--- src/rtl/btc_pkg.sv ---
package btc_pkg;
   typedef enum logic {
      MS_IDLE = 1'b0,
      MS_WAIT = 1'b1
   } miss_state_e;
endpackage

--- src/rtl/btc_tag_array.sv ---
module btc_tag_array #(
   parameter int SLOTS  = 32,
   parameter int IDX_W  = 5,
   parameter int TAG_W  = 13,
   parameter int LINE_W = 32
) (
   input  logic                          clk,
   input  logic                          rst_n,
   input  logic [TAG_W-1:0]              look_tag,
   output logic [SLOTS-1:0]              hit_vec,
   output logic [LINE_W-1:0]             hit_line,
   input  logic                          flush,
   input  logic                          fill_en,
   input  logic [IDX_W-1:0]              fill_idx,
   input  logic [TAG_W-1:0]              fill_tag,
   input  logic [LINE_W-1:0]             fill_line
);
   logic [SLOTS-1:0][LINE_W-1:0] masked;

   for (genvar s = 0; s < SLOTS; s++) begin : g_slot
      logic              vld_q;
      logic [TAG_W-1:0]  tag_q;
      logic [LINE_W-1:0] dat_q;
      logic              sel;

      assign sel = fill_en && (fill_idx == IDX_W'(s));

      // flush has priority over a same-cycle fill
      always_ff @(posedge clk) begin
         if (!rst_n)      vld_q <= 1'b0;
         else if (flush)  vld_q <= 1'b0;
         else if (sel)    vld_q <= 1'b1;
      end

      always_ff @(posedge clk) begin
         if (sel) begin
            tag_q <= fill_tag;
            dat_q <= fill_line;
         end
      end

      assign hit_vec[s] = vld_q && (tag_q == look_tag);
      assign masked[s]  = hit_vec[s] ? dat_q : '0;
   end

   always_comb begin
      hit_line = '0;
      for (int s = 0; s < SLOTS; s++) hit_line = hit_line | masked[s];
   end
endmodule

--- src/rtl/btc_victim_sel.sv ---
module btc_victim_sel #(
   parameter int SLOTS  = 32,
   parameter int IDX_W  = 5,
   parameter int LFSR_W = 16
) (
   input  logic             clk,
   input  logic             rst_n,
   input  logic             advance,
   input  logic             use_random,
   output logic [IDX_W-1:0] victim
);
   localparam logic [IDX_W-1:0] LAST = IDX_W'(SLOTS - 1);

   logic [IDX_W-1:0]  ptr_q;
   logic              up_q;
   logic [LFSR_W-1:0] lfsr_q;
   logic [LFSR_W-1:0] taps;
   logic              fb;

   if (LFSR_W == 16) begin : g_taps16
      assign taps = LFSR_W'(16'hB400);
   end else if (LFSR_W == 8) begin : g_taps8
      assign taps = LFSR_W'(8'hB8);
   end else begin : g_taps_bad
      $error("btc_victim_sel: LFSR_W must be 8 or 16");
   end

   if (IDX_W > LFSR_W) begin : g_idx_bad
      $error("btc_victim_sel: LFSR narrower than slot index");
   end

   assign fb = ^(lfsr_q & taps);

   // bidirectional sweep pointer, moves only on sweep-mode fills
   always_ff @(posedge clk) begin
      if (!rst_n) begin
         ptr_q <= '0;
         up_q  <= 1'b1;
      end else if (advance && !use_random) begin
         if (up_q) begin
            if (ptr_q == LAST) begin
               ptr_q <= LAST - IDX_W'(1);
               up_q  <= 1'b0;
            end else begin
               ptr_q <= ptr_q + IDX_W'(1);
            end
         end else begin
            if (ptr_q == '0) begin
               ptr_q <= IDX_W'(1);
               up_q  <= 1'b1;
            end else begin
               ptr_q <= ptr_q - IDX_W'(1);
            end
         end
      end
   end

   always_ff @(posedge clk) begin
      if (!rst_n)                      lfsr_q <= LFSR_W'(1);
      else if (advance && use_random)  lfsr_q <= {lfsr_q[LFSR_W-2:0], fb};
   end

   assign victim = use_random ? lfsr_q[IDX_W-1:0] : ptr_q;
endmodule

--- src/rtl/btc_miss_ctrl.sv ---
module btc_miss_ctrl
   import btc_pkg::*;
#(
   parameter int CNT_W = 3,
   parameter int THR_W = 2
) (
   input  logic             clk,
   input  logic             rst_n,
   input  logic             start,
   input  logic             data_rtn,
   input  logic [THR_W-1:0] thresh,
   output logic             busy,
   output logic             alloc
);
   localparam logic [CNT_W-1:0] CNT_MAX = '1;

   miss_state_e      state_q;
   logic [CNT_W-1:0] cnt_q;
   logic [CNT_W-1:0] thr_ext;

   if (CNT_W <= THR_W) begin : g_cnt_bad
      $error("btc_miss_ctrl: counter must be wider than threshold");
   end

   assign thr_ext = {{(CNT_W-THR_W){1'b0}}, thresh};

   always_ff @(posedge clk) begin
      if (!rst_n) begin
         state_q <= MS_IDLE;
         cnt_q   <= '0;
      end else begin
         case (state_q)
            MS_IDLE: if (start) begin
               state_q <= MS_WAIT;
               cnt_q   <= CNT_W'(1);
            end
            MS_WAIT: if (data_rtn) begin
               state_q <= MS_IDLE;
            end else if (cnt_q != CNT_MAX) begin
               cnt_q <= cnt_q + CNT_W'(1);
            end
            default: state_q <= MS_IDLE;
         endcase
      end
   end

   assign busy  = (state_q == MS_WAIT);
   assign alloc = busy && data_rtn && (cnt_q > thr_ext);
endmodule

--- src/rtl/btc_cache.sv ---
module btc_cache #(
   parameter int ADDR_W     = 15,
   parameter int LINE_BYTES = 4,
   parameter int SLOTS      = 32,
   parameter int THR_W      = 2,
   parameter int CNT_W      = 3,
   parameter int LFSR_W     = 16
) (
   input  logic                      clk,
   input  logic                      rst_n,
   input  logic                      fetch_req,
   input  logic [ADDR_W-1:0]         fetch_addr,
   output logic                      rsp_valid,
   output logic                      rsp_hit,
   output logic [7:0]                rsp_data,
   output logic                      flash_req,
   output logic [ADDR_W-1:0]         flash_addr,
   input  logic                      flash_valid,
   input  logic [LINE_BYTES*8-1:0]   flash_line,
   input  logic [THR_W-1:0]          cfg_thresh,
   input  logic                      cfg_random,
   input  logic                      flush
);
   localparam int OFF_W  = $clog2(LINE_BYTES);
   localparam int TAG_W  = ADDR_W - OFF_W;
   localparam int IDX_W  = $clog2(SLOTS);
   localparam int LINE_W = LINE_BYTES * 8;

   if (LINE_BYTES < 2 || (1 << OFF_W) != LINE_BYTES) begin : g_line_bad
      $error("btc_cache: LINE_BYTES must be a power of two, at least 2");
   end
   if (SLOTS < 2 || (1 << IDX_W) != SLOTS) begin : g_slots_bad
      $error("btc_cache: SLOTS must be a power of two, at least 2");
   end

   logic [SLOTS-1:0]  hit_vec;
   logic [LINE_W-1:0] hit_line;
   logic              any_hit;
   logic              busy;
   logic              accept;
   logic              alloc;
   logic              fill_en;
   logic              line_back;
   logic [IDX_W-1:0]  victim;
   logic [ADDR_W-1:0] pend_q;

   function automatic logic [7:0] pick_byte(input logic [LINE_W-1:0] ln,
                                            input logic [OFF_W-1:0] off);
      return ln[{off, 3'b000} +: 8];
   endfunction

   assign any_hit   = |hit_vec;
   assign accept    = fetch_req && !busy;
   assign line_back = busy && flash_valid;
   assign fill_en   = alloc && !flush;

   btc_tag_array #(
      .SLOTS (SLOTS),
      .IDX_W (IDX_W),
      .TAG_W (TAG_W),
      .LINE_W(LINE_W)
   ) i_tags (
      .clk      (clk),
      .rst_n    (rst_n),
      .look_tag (fetch_addr[ADDR_W-1:OFF_W]),
      .hit_vec  (hit_vec),
      .hit_line (hit_line),
      .flush    (flush),
      .fill_en  (fill_en),
      .fill_idx (victim),
      .fill_tag (pend_q[ADDR_W-1:OFF_W]),
      .fill_line(flash_line)
   );

   btc_miss_ctrl #(
      .CNT_W(CNT_W),
      .THR_W(THR_W)
   ) i_miss (
      .clk     (clk),
      .rst_n   (rst_n),
      .start   (accept && !any_hit),
      .data_rtn(flash_valid),
      .thresh  (cfg_thresh),
      .busy    (busy),
      .alloc   (alloc)
   );

   btc_victim_sel #(
      .SLOTS (SLOTS),
      .IDX_W (IDX_W),
      .LFSR_W(LFSR_W)
   ) i_victim (
      .clk       (clk),
      .rst_n     (rst_n),
      .advance   (fill_en),
      .use_random(cfg_random),
      .victim    (victim)
   );

   always_ff @(posedge clk) begin
      if (!rst_n)                    pend_q <= '0;
      else if (accept && !any_hit)   pend_q <= fetch_addr;
   end

   always_ff @(posedge clk) begin
      if (!rst_n) begin
         rsp_valid <= 1'b0;
         rsp_hit   <= 1'b0;
         rsp_data  <= '0;
      end else begin
         rsp_valid <= (accept && any_hit) || line_back;
         rsp_hit   <= accept && any_hit;
         if (accept && any_hit)
            rsp_data <= pick_byte(hit_line, fetch_addr[OFF_W-1:0]);
         else if (line_back)
            rsp_data <= pick_byte(flash_line, pend_q[OFF_W-1:0]);
      end
   end

   assign flash_req  = busy;
   assign flash_addr = {pend_q[ADDR_W-1:OFF_W], {OFF_W{1'b0}}};
endmodule

--- config.mk ---
export PLATFORM = sky130hd
export DESIGN_NAME = btc_cache
export DESIGN_NICKNAME = d
export VERILOG_FILES = /design/src/rtl/btc_pkg.sv /design/src/rtl/btc_tag_array.sv /design/src/rtl/btc_victim_sel.sv /design/src/rtl/btc_miss_ctrl.sv /design/src/rtl/btc_cache.sv
export SDC_FILE = /design/constraint.sdc
export NUM_CORES = 2
export LEC_CHECK = 0
export BUFFER_PORTS_ARGS = -buffer_cell sky130_fd_sc_hd__buf_4
export CAP_MARGIN = 20
export CORE_MARGIN = 2
export CORE_UTILIZATION = 41
export CTS_CLUSTER_DIAMETER = 120
export DETAILED_ROUTE_END_ITERATION = 7
export GPL_ROUTABILITY_DRIVEN = 0
export PLACE_DENSITY = 0.66
export RECOVER_POWER = 100
export SYNTH_ARGS = -nofsm -noshare
export SYNTH_HDL_FRONTEND = slang
export SYNTH_SLANG_ARGS = --single-unit
--- constraint.sdc ---
create_clock -name clk -period 11.2 [get_ports clk]
set_clock_uncertainty 0.05 [all_clocks]
set_input_delay 1.12 -clock clk [delete_from_list [all_inputs] [get_ports clk]]
set_output_delay 1.12 -clock clk [all_outputs]
set_load 0.02 [all_outputs]
==> results list <==
- Worst slew margin relative to its limit: -2.12
- Along the worst path, the maximum fanout reaches 33.
- Among all stages on the critical path, the largest delay is contributed by sky130_fd_sc_hd__clkbuf_1.
* Overall die width: 383 um
- Max VDD drop: 0.000153 V
- Final cycle utilization of the critical path: 0.698
- The first routing iteration left 5730 violations.
- Combinational share of power: 0.030
* Final setup violation count: 0
* Hold slack: 0.429 ns
* Leading register cell type out of synthesis: sky130_fd_sc_hd__edfxtp_1
* Die height: 383 um
- The later pin in the worst-skew pair is clocked with a latency of 0.78 ns.
- The critical path goes through clkbuf_1, xnor2_1, and2_0, and4b_1, clkbuf_1, nor4_1, nand4_1, nor4_1, o21ai_0, o21ai_0, a31o_1.
* Clk buf depth: 3
* Number of routed nets with antenna violations: 0
- Commonest cells in the synthesized netlist: sky130_fd_sc_hd__edfxtp_1, sky130_fd_sc_hd__xnor2_1, sky130_fd_sc_hd__a22oi_1, sky130_fd_sc_hd__nand4_1, sky130_fd_sc_hd__a22o_1
- For this configuration, the core starts out at a cell density of 0.412.
- Dividing total power by cell area gives a power density of 173 mW/mm^2.
- Synthesis produced a netlist whose cell count is 3380.
* Number of enable-type register cells in the synthesized netlist: 1440
- Cell area after synthesis: 0.0589 sq mm
- Global-route wire length before repair: 257000 um
* Leak: 0.0202 uW
* Overall power: 11400 uW
- Fin crit period: 7.81 ns
- The clock net in this run drives a total of 1523 sinks.
- Compared with the post-synthesis result, the final layout area differs by 11.6%.
- Type of element launching the critical path: input port
- CP endpoint kind: flip-flop
- Die footprint: 0.147 sq mm
- Via Count: 34700
* Pin count of the biggest net entering global routing: 47
- Global-route total usage across every layer: 0.250
- At the worst endpoint, the required time is 11.82 ns.
* Arrival time reported for the critical path endpoint: 8.43 ns
* Placeable core area: 0.143 sq mm
- Total negative slack: 0 ns
- Buffers inserted during post-CTS setup optimization: 0
- After detailed routing, the number of remaining DRC violations is 0.
* Hpwl dp: 92400 um
* Crit-path max cell delay: 2.53 ns
* Count of instances resized after the clock tree is built: 0
- Via count of the first global-routing pass: 33200
- After synthesis the netlist holds a flip-flop and latch count of 1523.
* Switching power: 2360 uW
* Number of iterations in the first detailed-routing pass: 6
- The final reports fail on capacitance limit, slew limit.
- In the final layout, the share of cells above drive strength 1 is 0.0918.
- The clock tree synthesis step divided the H-tree into 4 levels.
- In this run, distinct cell masters in the synthesized netlist total 66.
- After global routing the overflow that remains totals 0.
- Cell taking the most area after synthesis: sky130_fd_sc_hd__edfxtp_1
* Result of the run: finished with violations
- For this run, the post-layout net count is 3567.
- By area the synthesized netlist is led by sky130_fd_sc_hd__edfxtp_1, sky130_fd_sc_hd__xnor2_1, sky130_fd_sc_hd__dfxtp_1, sky130_fd_sc_hd__a22oi_1, sky130_fd_sc_hd__a22o_1.
- Number of violations of the max-capacitance limit: 74
- Sequential area share after synthesis: 0.762
- Post-cts hold buffer count: 0
- CTS clk-pin slew, worst paths: 0.06 ns
- A synthesized cell averages 17.4 sq um.
- CTS tree: built
- Unrepaired setup endpoints after global routing: no
* Number of vias per cell after detailed routing: 6.28
- Setup Crit Path Kind: in2reg
- The share of synthesized area in the top cell type comes to 0.734.
* Async set-reset flop share out of synthesis: 0
- Internal power summed over all cells: 9040 uW
- The number of hold-slack violations in the final timing report came to 0.
* Sequential fraction of design power: 0.548
* Max-slew violation total from the final report: 2290
* Number of top-level pins: 81
* Synthesis Warnings: 0
* Number of antenna violations at the first check in global routing: 10
- Routed len/inst: 33.5 um
- Floorplan row count: 139
- Count of input and output buffers: 78
- Buffer cell driving the clock tree root: sky130_fd_sc_hd__clkbuf_16
- Pin slew with the least headroom to its limit: 4.68 ns
- The path class of the tightest hold or removal check is reg2reg.
* Clock buffers created by TritonCTS: 144
- Clk pwr share: 0.422
- The routed design has 185000 um of wire.
- Of the total power, the share spent switching nets is 0.207.
- Maximum operating frequency: 128 MHz
- Cell with the most instances after synthesis: sky130_fd_sc_hd__edfxtp_1
-- placed cells by master, fill, tap and decap left out, types with 8 or more instances in the layout --
cell and count:
sky130_fd_sc_hd__edfxtp_1 1440, sky130_fd_sc_hd__xnor2_1 369, sky130_fd_sc_hd__a22oi_1 194, sky130_fd_sc_hd__nand4_1 169, sky130_fd_sc_hd__clkbuf_16 148, sky130_fd_sc_hd__clkbuf_1 144
sky130_fd_sc_hd__a22o_1 128, sky130_fd_sc_hd__a221oi_1 125, sky130_fd_sc_hd__nand2_1 90, sky130_fd_sc_hd__dfxtp_1 80, sky130_fd_sc_hd__buf_4 71, sky130_fd_sc_hd__nor2_1 68
sky130_fd_sc_hd__nand3_1 54, sky130_fd_sc_hd__xor2_1 53, sky130_fd_sc_hd__nor4_1 50, sky130_fd_sc_hd__a222oi_1 32, sky130_fd_sc_hd__o21a_1 32, sky130_fd_sc_hd__mux2i_1 29
sky130_fd_sc_hd__a21oi_1 28, sky130_fd_sc_hd__clkinv_1 27, sky130_fd_sc_hd__nor3_1 25, sky130_fd_sc_hd__nor4_4 24, sky130_fd_sc_hd__clkinv_2 20, sky130_fd_sc_hd__o21ai_0 14
sky130_fd_sc_hd__nor2_4 14, sky130_fd_sc_hd__nor4bb_1 13, sky130_fd_sc_hd__inv_1 12, sky130_fd_sc_hd__or4_1 12, sky130_fd_sc_hd__bufinv_16 10, sky130_fd_sc_hd__and2_1 9
sky130_fd_sc_hd__mux4_2 8, sky130_fd_sc_hd__inv_6 8
-- layer usage --
layer,share of wire,wire (um),track usage,up-vias
met1,0.37,68000,0.334,17700
met2,0.46,86000,0.402,2621
li1,-,-,-,13900
met5,0.00019,35,0,-
met4,0.041,7650,0.0875,6
met3,0.13,23400,0.0551,481
-- final timing paths --
path / startpoint / endpoint / slack [ns] / depth (start not counted)
setup / recovery: fetch_addr[6] / rsp_data[4] / 3.39 / 11
hold / removal: i_tags.g_slot[30].vld_q / i_tags.g_slot[30].vld_q / 0.43 / 1
setup reg to reg: i_miss.busy / i_tags.g_slot[19].dat_q[2] / 4.07 / 6
hold reg to reg: i_tags.g_slot[30].vld_q / i_tags.g_slot[30].vld_q / 0.43 / 1
-- critical path: cells and delay by family --
kind,cells,cell delay (ns)
AND/OR/NAND/NOR,5,1.27
buffers and inverters,2,4.56
AO/OA/AOI/OAI,3,1.13
XOR/XNOR,1,0.27
-- logic make-up after synthesis --
| group | count (synthesis) | share of synthesized area |
|---|---|---|
| other cells | 1 | 0.0000637 |
| compound gates | 597 | 0.0818 |
| buf+inv | 210 | 0.0234 |
| xor+xnor | 422 | 0.0627 |
| simple gates | 584 | 0.0606 |
| flops | 1523 | 0.762 |
| mux | 37 | 0.00799 |
| fa+ha+maj | 6 | 0.00127 |
-- power groups by stage --
stage	Sequential [uW]	Clock [uW]	Combinational, uW
final	6250	4810	343
after global routing	6250	5060	361
after CTS	6250	4840	349
after detailed placement	6370	0	348
after global placement	6370	0	342
after floorplan	6380	0	179
-- flip-flops by register name (all words and copies together) (netlist names) --
name                 count
i_tags.g_slot.dat_q   1024
rsp_valid                1
pend_q                  15
rsp_hit                  1
i_victim.lfsr_q         16
i_miss.busy              1
i_tags.g_slot.tag_q    416
i_miss.cnt_q             3
i_tags.g_slot.vld_q     32
rsp_data                 8
i_victim.ptr_q           5
i_victim.up_q            1
-- cell type report --
class,instances,area (sq um)
clock buffer,195,3940
tap,1903,2380
fill,12100,77400
antenna,2,5.00
multi-input combinational,1648,12800
timing repair buffer,176,952
inverter,13,48.8
sequential,1523,44900
clock inverter,72,677
-- through the flow --
step,worst slack [ns],instances,util,area (sq um)
final,3.39,5532,0.459,65700
after global routing,3.49,5530,0.459,65700
after floorplan,6.45,3381,-,58900
after detailed placement,5.60,5261,0.431,61600
after global placement,5.75,5261,0.431,61600
after CTS,6.39,5528,0.463,66300
No activity file was read; power rests on OpenSTA's default activity.
